### src/rtl/temp_trim_pkg.sv
`timescale 1ns/1ps
package temp_trim_pkg;

    // Tuning value width is fixed by the two-byte register layout.
    localparam int TUNE_W = 15;

    localparam logic [1:0] REG_TUNE_HI = 2'd0;
    localparam logic [1:0] REG_TUNE_LO = 2'd1;
    localparam logic [1:0] REG_TEMP_HI = 2'd2;
    localparam logic [1:0] REG_TEMP_LO = 2'd3;

    typedef enum logic [2:0] {
        ST_IDLE,
        ST_RD_A,
        ST_RD_B,
        ST_INTERP,
        ST_LOAD
    } trim_state_e;

endpackage

### src/rtl/temp_trim_regs.sv
`timescale 1ns/1ps
module temp_trim_regs
    import temp_trim_pkg::*;
#(
    parameter int TEMP_W = 12
) (
    input  logic                     clk,
    input  logic                     rst_n,
    input  logic                     wr_en_i,
    input  logic [1:0]               wr_addr_i,
    input  logic [7:0]               wr_data_i,
    input  logic [1:0]               rd_addr_i,
    output logic [7:0]               rd_data_o,
    input  logic                     temp_valid_i,
    input  logic [TEMP_W-1:0]        temp_i,
    input  logic                     pend_clr_i,
    output logic                     freeze_o,
    output logic signed [TUNE_W-1:0] tune_o,
    output logic [TEMP_W-1:0]        temp_o,
    output logic                     seen_o,
    output logic                     pend_o
);

    localparam int PAD_W = 16 - TEMP_W;

    typedef struct packed {
        logic              freeze;
        logic [TUNE_W-1:0] tune;
        logic [TEMP_W-1:0] temp;
        logic              seen;
        logic              pend;
    } regs_t;

    regs_t r_d, r_q;
    logic [15:0] temp_rb;

    always_comb begin
        r_d      = r_q;
        r_d.pend = r_q.pend & ~pend_clr_i;
        if (wr_en_i) begin
            if (wr_addr_i == REG_TUNE_HI) begin
                r_d.freeze           = wr_data_i[7];
                r_d.tune[TUNE_W-1:8] = wr_data_i[TUNE_W-9:0];
            end else if (wr_addr_i == REG_TUNE_LO) begin
                r_d.tune[7:0] = wr_data_i;
                r_d.pend      = 1'b1;
            end
        end
        if (temp_valid_i) begin
            r_d.temp = temp_i;
            r_d.seen = 1'b1;
        end
    end

    always_ff @(posedge clk or negedge rst_n) begin
        if (!rst_n) r_q <= '0;
        else        r_q <= r_d;
    end

    assign temp_rb = {r_q.temp, {PAD_W{1'b0}}};

    always_comb begin
        case (rd_addr_i)
            REG_TUNE_HI: rd_data_o = {r_q.freeze, r_q.tune[TUNE_W-1:8]};
            REG_TUNE_LO: rd_data_o = r_q.tune[7:0];
            REG_TEMP_HI: rd_data_o = temp_rb[15:8];
            default:     rd_data_o = temp_rb[7:0];
        endcase
    end

    assign freeze_o = r_q.freeze;
    assign tune_o   = $signed(r_q.tune);
    assign temp_o   = r_q.temp;
    assign seen_o   = r_q.seen;
    assign pend_o   = r_q.pend;

endmodule

### src/rtl/temp_trim_interp.sv
`timescale 1ns/1ps
module temp_trim_interp #(
    parameter int TRIM_W = 16,
    parameter int FRAC_W = 3
) (
    input  logic [TRIM_W-1:0] a_i,
    input  logic [TRIM_W-1:0] b_i,
    input  logic [FRAC_W-1:0] frac_i,
    output logic [TRIM_W-1:0] trim_o
);

    localparam int PW = TRIM_W + FRAC_W + 3;

    logic signed [TRIM_W+1:0] a_s, b_s, diff;
    logic signed [FRAC_W:0]   frac_s;
    logic signed [PW-1:0]     base, prod, acc, full;
    logic signed [PW-1:0]     trim_max;

    assign a_s    = $signed({2'b00, a_i});
    assign b_s    = $signed({2'b00, b_i});
    assign diff   = b_s - a_s;
    assign frac_s = $signed({1'b0, frac_i});

    // Scale A by the interval so the floor of the sum equals A + floor(step).
    assign base     = PW'(a_s) <<< FRAC_W;
    assign prod     = PW'(diff) * PW'(frac_s);
    assign acc      = base + prod;
    assign full     = acc >>> FRAC_W;
    assign trim_max = $signed({{(PW-TRIM_W){1'b0}}, {TRIM_W{1'b1}}});

    always_comb begin
        if (full[PW-1])           trim_o = '0;
        else if (full > trim_max) trim_o = '1;
        else                      trim_o = full[TRIM_W-1:0];
    end

endmodule

### src/rtl/temp_trim_sat_add.sv
`timescale 1ns/1ps
module temp_trim_sat_add
    import temp_trim_pkg::*;
#(
    parameter int TRIM_W = 16,
    parameter int DAC_W  = 16
) (
    input  logic [TRIM_W-1:0]        trim_i,
    input  logic signed [TUNE_W-1:0] tune_i,
    output logic [DAC_W-1:0]         code_o
);

    localparam int W1    = (TRIM_W > DAC_W) ? TRIM_W : DAC_W;
    localparam int W2    = (W1 > TUNE_W) ? W1 : TUNE_W;
    localparam int SUM_W = W2 + 2;

    logic signed [SUM_W-1:0] sum_s;
    logic signed [SUM_W-1:0] code_max;

    assign sum_s    = $signed({{(SUM_W-TRIM_W){1'b0}}, trim_i}) + SUM_W'(tune_i);
    assign code_max = $signed({{(SUM_W-DAC_W){1'b0}}, {DAC_W{1'b1}}});

    always_comb begin
        if (sum_s[SUM_W-1])        code_o = '0;
        else if (sum_s > code_max) code_o = '1;
        else                       code_o = sum_s[DAC_W-1:0];
    end

endmodule

### src/rtl/temp_trim_ctrl.sv
`timescale 1ns/1ps
module temp_trim_ctrl
    import temp_trim_pkg::*;
#(
    parameter int TEMP_W = 12,
    parameter int FRAC_W = 3,
    parameter int TRIM_W = 16,
    parameter int DAC_W  = 16,
    localparam int TBL_AW = TEMP_W - FRAC_W
) (
    input  logic              clk,
    input  logic              rst_n,
    input  logic [TEMP_W-1:0] temp_i,
    input  logic              temp_valid_i,
    input  logic              wr_en_i,
    input  logic [1:0]        wr_addr_i,
    input  logic [7:0]        wr_data_i,
    input  logic [1:0]        rd_addr_i,
    output logic [7:0]        rd_data_o,
    output logic              tbl_rd_o,
    output logic [TBL_AW-1:0] tbl_addr_o,
    input  logic [TRIM_W-1:0] tbl_data_i,
    output logic [DAC_W-1:0]  dac_code_o,
    output logic              dac_load_o
);

    typedef struct packed {
        trim_state_e       st;
        logic [TEMP_W-1:0] used;
        logic              used_ok;
        logic [TRIM_W-1:0] a;
        logic [TRIM_W-1:0] trim;
        logic [DAC_W-1:0]  dac;
        logic              load;
    } ctl_t;

    ctl_t c_d, c_q;

    logic                     freeze;
    logic signed [TUNE_W-1:0] tune;
    logic [TEMP_W-1:0]        temp_cur;
    logic                     temp_seen;
    logic                     tune_pend;
    logic                     pend_clr;
    logic [TBL_AW-1:0]        addr_a, addr_b;
    logic [TRIM_W-1:0]        interp_trim;
    logic [DAC_W-1:0]         sat_code;
    logic                     temp_new;

    temp_trim_regs #(.TEMP_W(TEMP_W)) u_regs (
        .clk          (clk),
        .rst_n        (rst_n),
        .wr_en_i      (wr_en_i),
        .wr_addr_i    (wr_addr_i),
        .wr_data_i    (wr_data_i),
        .rd_addr_i    (rd_addr_i),
        .rd_data_o    (rd_data_o),
        .temp_valid_i (temp_valid_i),
        .temp_i       (temp_i),
        .pend_clr_i   (pend_clr),
        .freeze_o     (freeze),
        .tune_o       (tune),
        .temp_o       (temp_cur),
        .seen_o       (temp_seen),
        .pend_o       (tune_pend)
    );

    temp_trim_interp #(.TRIM_W(TRIM_W), .FRAC_W(FRAC_W)) u_interp (
        .a_i    (c_q.a),
        .b_i    (tbl_data_i),
        .frac_i (c_q.used[FRAC_W-1:0]),
        .trim_o (interp_trim)
    );

    temp_trim_sat_add #(.TRIM_W(TRIM_W), .DAC_W(DAC_W)) u_sat (
        .trim_i (c_q.trim),
        .tune_i (tune),
        .code_o (sat_code)
    );

    // Offset-binary interval index; the top interval reuses its own entry.
    assign addr_a = {~c_q.used[TEMP_W-1], c_q.used[TEMP_W-2:FRAC_W]};
    assign addr_b = (&addr_a) ? addr_a : addr_a + 1'b1;

    assign temp_new = temp_seen && (!c_q.used_ok || (temp_cur != c_q.used));
    assign pend_clr = (c_q.st == ST_LOAD);

    always_comb begin
        c_d      = c_q;
        c_d.load = 1'b0;
        case (c_q.st)
            ST_IDLE: begin
                if (!freeze && temp_new) begin
                    c_d.st      = ST_RD_A;
                    c_d.used    = temp_cur;
                    c_d.used_ok = 1'b1;
                end else if (tune_pend) begin
                    c_d.st = ST_LOAD;
                end
            end
            ST_RD_A: c_d.st = ST_RD_B;
            ST_RD_B: begin
                c_d.a  = tbl_data_i;
                c_d.st = ST_INTERP;
            end
            ST_INTERP: begin
                c_d.trim = interp_trim;
                c_d.st   = ST_LOAD;
            end
            ST_LOAD: begin
                c_d.dac  = sat_code;
                c_d.load = 1'b1;
                c_d.st   = ST_IDLE;
            end
            default: c_d.st = ST_IDLE;
        endcase
    end

    always_ff @(posedge clk or negedge rst_n) begin
        if (!rst_n) begin
            c_q    <= '0;
            c_q.st <= ST_IDLE;
        end else begin
            c_q <= c_d;
        end
    end

    assign tbl_rd_o   = (c_q.st == ST_RD_A) || (c_q.st == ST_RD_B);
    assign tbl_addr_o = (c_q.st == ST_RD_B) ? addr_b : addr_a;
    assign dac_code_o = c_q.dac;
    assign dac_load_o = c_q.load;

endmodule

### config.mk
export PLATFORM = sky130hd
export DESIGN_NAME = temp_trim_ctrl
export DESIGN_NICKNAME = d
export VERILOG_FILES = /design/src/rtl/temp_trim_pkg.sv /design/src/rtl/temp_trim_regs.sv /design/src/rtl/temp_trim_interp.sv /design/src/rtl/temp_trim_sat_add.sv /design/src/rtl/temp_trim_ctrl.sv
export SDC_FILE = /design/constraint.sdc
export NUM_CORES = 1
export LEC_CHECK = 0
export BUFFER_PORTS_ARGS = -buffer_cell sky130_fd_sc_hd__buf_2
export CORE_AREA = 2 2 141 143
export CTS_BUF_LIST = sky130_fd_sc_hd__clkbuf_8
export CTS_CLUSTER_DIAMETER = 200
export DETAILED_ROUTE_END_ITERATION = 8
export DIE_AREA = 0 0 143 145
export PLACE_DENSITY = 0.66
export SLEW_MARGIN = 20
export SYNTH_ARGS = -nofsm -noshare
export SYNTH_HDL_FRONTEND = slang
export SYNTH_SLANG_ARGS = --single-unit
### constraint.sdc
create_clock -name clk -period 18.3 [get_ports clk]
set_clock_uncertainty 0.1 [all_clocks]
set_input_delay 3.66 -clock clk [delete_from_list [all_inputs] [get_ports clk]]
set_output_delay 3.66 -clock clk [all_outputs]
set_load 0.02 [all_outputs]
==> impl_summary.md <==
Status
The flow ran to the end, and the final reports show no timing, DRC or antenna violations.

Cells and area
The commonest non-fill, non-tap cell in the layout is sky130_fd_sc_hd__dfrtp_1. The proportion of layout cells with a drive suffix above 1 is 0.175. The total area of sequential cells is 2380 sq um. In the final design database the tool counted 1,143 nets. The layout has 1,863 filler cells. Summing all multi-input logic gate instances after layout gives 5560 sq um.

The area growth from synthesis to layout is 8.47%. The antenna cell count is 0. In the layout the commonest cells are sky130_fd_sc_hd__dfrtp_1, sky130_fd_sc_hd__inv_1, sky130_fd_sc_hd__ha_1.

Yosys
The fraction of synthesized area in multiplexers is 0.0809. During synthesis, Yosys emitted a total of 0 warnings. The synthesized netlist net count is 1,093. The number of synthesized register bits is 95. The number of distinct library cell variants in the gate-level netlist after synthesis is 68.

In this run, synthesis inferred 0 flip-flops with an integrated enable. The post-synthesis instance total is 942. Of the synthesized area, sequential elements account for 0.280. The synthesized-area fraction occupied by ao, oa, aoi and oai cells is 0.166. After synthesis, the largest family of logic cells by area is adder cells. Of the total synthesized cell area, the portion taken by full adders, half adders and majority gates is 0.175. The average instance in the mapped netlist occupies 9.02 sq um. The fraction of the mapped netlist area in simple logic gates is 0.167. Of the total synthesized cell area, the portion taken by XOR and XNOR cells is 0.0639.

Of all flip-flops after synthesis, the portion carrying an async set or reset was 1.00. The most used flip-flop cell after synthesis is sky130_fd_sc_hd__dfrtp_1. The cell area that synthesis handed to floorplanning was 8500 sq um.

Timing
The count of final max-slew check failures is 0. Setup repair after global routing left no endpoint under its margin. The minimum period implied by the final worst setup slack is 10.64 ns. The share of the clock period used by the worst path after layout is 0.581. Timing would allow up to 94.0 MHz.

The setup TNS is 0 ns. For the pin with the worst max-slew slack, the measured transition is 0.945 ns. The worst-case headroom to the max-slew limit is 0.365. The number of hold-slack violations in the final timing report came to 0. Setup violations remaining at the end of the flow were counted as 0.

Clock network
The number of H-tree branching levels is 3. Clock-pin slew was measured on the worst setup and hold paths at 0.11 ns. Clock latency on the worst-skew pair, taken at its later pin, is 0.39 ns. The total of hold buffers inserted after clock tree synthesis is 0. The root buffer cell is sky130_fd_sc_hd__clkbuf_8.

The number of sinks handled by clock tree synthesis is 95. The maximum count of clock buffers along a single path is 2. The setup fix buffers added after clock tree synthesis is 0. In this run, post-CTS repair resized a total of 0 instances. The number of clock buffers inserted by TritonCTS is 9. TritonCTS built the clock tree.

Setup path
Of all nets on the critical path, the largest fanout is 17. The cell family with the largest share of critical-path delay is compound AO/OA/AOI/OAI gates. The cell seen most often among critical-path stages is sky130_fd_sc_hd__o21ai_0. In this run the critical register-to-register path is captured at c_q[30]. The worst path buffer plus inverter count is 3. The cell with the largest stage delay on the worst path is sky130_fd_sc_hd__a221o_1.

The beginning of the worst register-to-register path is c_q[34]. The startpoint type of the worst setup path is an input pin. The logic depth of the worst setup path including buffers is 31. The critical path arrival is 10.75 ns.

The kind of critical path is input pin to flop. Counting cells, the worst reg-to-reg path comes to 27. The worst stage delay on the critical path is 0.62 ns. Data on the critical path is required at its endpoint by 18.41 ns. STA classifies the critical path endpoint as a flop. The register-to-register path setup slack is 10.57 ns.

Floorplanning
Row generation in the floorplan step produced 51 rows. The horizontal die dimension is 143 um. The die area is 20,700 sq um.

The core footprint is 19,200 sq um. The initial cell density of the core is 0.442. The top-level I/O count is 79.

In this run the vertical extent of the chip is 145 um.

Routing
The routed wire length is 18,300 um. The routed layout has 6,590 vias. After detailed routing, the number of remaining DRC violations is 0.

In this run the remaining antenna-violating nets after routing total 0. After detailed routing, the number of vias per cell comes to 5.22. The DRC marker count from the first detailed-route iteration is 237.

After detailed routing, the average wire length per cell comes to 14.5 um. The first-pass iteration count of the detailed router is 4.

Global routing
The total global routing track utilization is 0.184. The via count of the first global-routing pass is 6,515. The first global-routing pass estimated 31,500 um of wire.

The remaining global-route overflow is 0. The initial antenna violation count is 0. The pin count of the biggest net entering global routing is 74.

Worst hold path
In this run the most critical hold path is launched from c_q[49]. The worst min-delay path category is flop to flop. Counting instances, the worst hold path has a depth of 1. The endpoint of the worst hold-timing path is c_q[49].

Placed design
Routability-driven placement finished with a final weighted congestion of 0.849. The HPWL reported at the end of detailed placement is 14,500 um. In this run the tool buffered the top-level ports with 78 buffer cells.

Flow run
Max-cap violations in this run came to 0.
## per-layer routing
| layer | vias up | part of all wire | GRT usage |
|---|---|---|---|
| li1 | 3384 | - | - |
| met1 | 3091 | 0.52 | 0.268 |
| met2 | 101 | 0.44 | 0.295 |
| met3 | 14 | 0.029 | 0.0201 |
| met4 | 0 | 0.013 | 0.0386 |
| met5 | - | 0 | 0 |
## area by class of cell
class / instances / share of cell area
Tap cell: 265 / 0.0360
Inverter: 90 / 0.0367
Clock inverter: 7 / 0.00692
Multi-Input combinational cell: 714 / 0.603
Timing Repair Buffer: 82 / 0.0459
Clock buffer: 9 / 0.0134
Sequential cell: 95 / 0.258
## synthesized netlist by cell type (15+ instances only)
| cell type | n | area share |
|---|---|---|
| sky130_fd_sc_hd__nor2b_1 | 17 | 0.013 |
| sky130_fd_sc_hd__o21ai_0 | 52 | 0.031 |
| sky130_fd_sc_hd__ha_1 | 87 | 0.13 |
| sky130_fd_sc_hd__and2_1 | 30 | 0.022 |
| sky130_fd_sc_hd__inv_1 | 90 | 0.040 |
| sky130_fd_sc_hd__xnor2_1 | 38 | 0.039 |
| sky130_fd_sc_hd__a21oi_1 | 38 | 0.022 |
| sky130_fd_sc_hd__mux2_2 | 44 | 0.058 |
| sky130_fd_sc_hd__dfrtp_1 | 95 | 0.28 |
| sky130_fd_sc_hd__buf_4 | 16 | 0.014 |
| sky130_fd_sc_hd__xor2_1 | 24 | 0.025 |
| sky130_fd_sc_hd__clkbuf_1 | 19 | 0.0084 |
| sky130_fd_sc_hd__nand2_1 | 81 | 0.036 |
| sky130_fd_sc_hd__nor2_1 | 70 | 0.031 |
| sky130_fd_sc_hd__nor3_1 | 15 | 0.0088 |
| sky130_fd_sc_hd__fa_1 | 20 | 0.047 |
## stage by stage
step | std cells | hold slack, ns | setup WS [ns] | util | area (sq um)
after floorplan | 942 | 0.339 | 8.53 | - | 8500
after global placement | 1246 | 0.355 | 7.31 | 0.470 | 9030
after detailed placement | 1246 | 0.358 | 7.19 | 0.470 | 9030
after CTS | 1262 | 0.392 | 7.61 | 0.480 | 9220
after global routing | 1262 | 0.428 | 6.84 | 0.480 | 9220
final | 1262 | 0.391 | 7.66 | 0.480 | 9220
## how the worst max path moves through the flow
stage                        startpoint       to  slack (ns)
after floorplan           tbl_data_i[0]  c_q[23]        8.53
after global placement    tbl_data_i[0]  c_q[21]        7.31
after detailed placement  tbl_data_i[0]  c_q[21]        7.19
after CTS                 tbl_data_i[0]  c_q[21]        7.61
after global routing      tbl_data_i[0]  c_q[30]        6.84
final                     tbl_data_i[0]  c_q[30]        7.66
## cell families after synthesis
logic type | after synthesis
AOI/OAI and AO/OA | 201
xor gates and xnor gates | 62
adders and majority gates | 107
buffers and inverters | 133
DFF | 95
muxes | 58
and+or+nand+nor | 286
## registers in the layout, summed over array words and instances, names as in the netlist
register / flops
addr_a: 8
c_q: 40
dac_code_o: 16
dac_load_o: 1
u_regs.freeze_o: 1
u_regs.pend_o: 1
u_regs.seen_o: 1
u_regs.temp_o: 12
u_regs.tune_o: 15
Power is left out: the tool's default activity adds up to more than one toggle a clock period on the data nets, which glitch-free logic cannot reach.
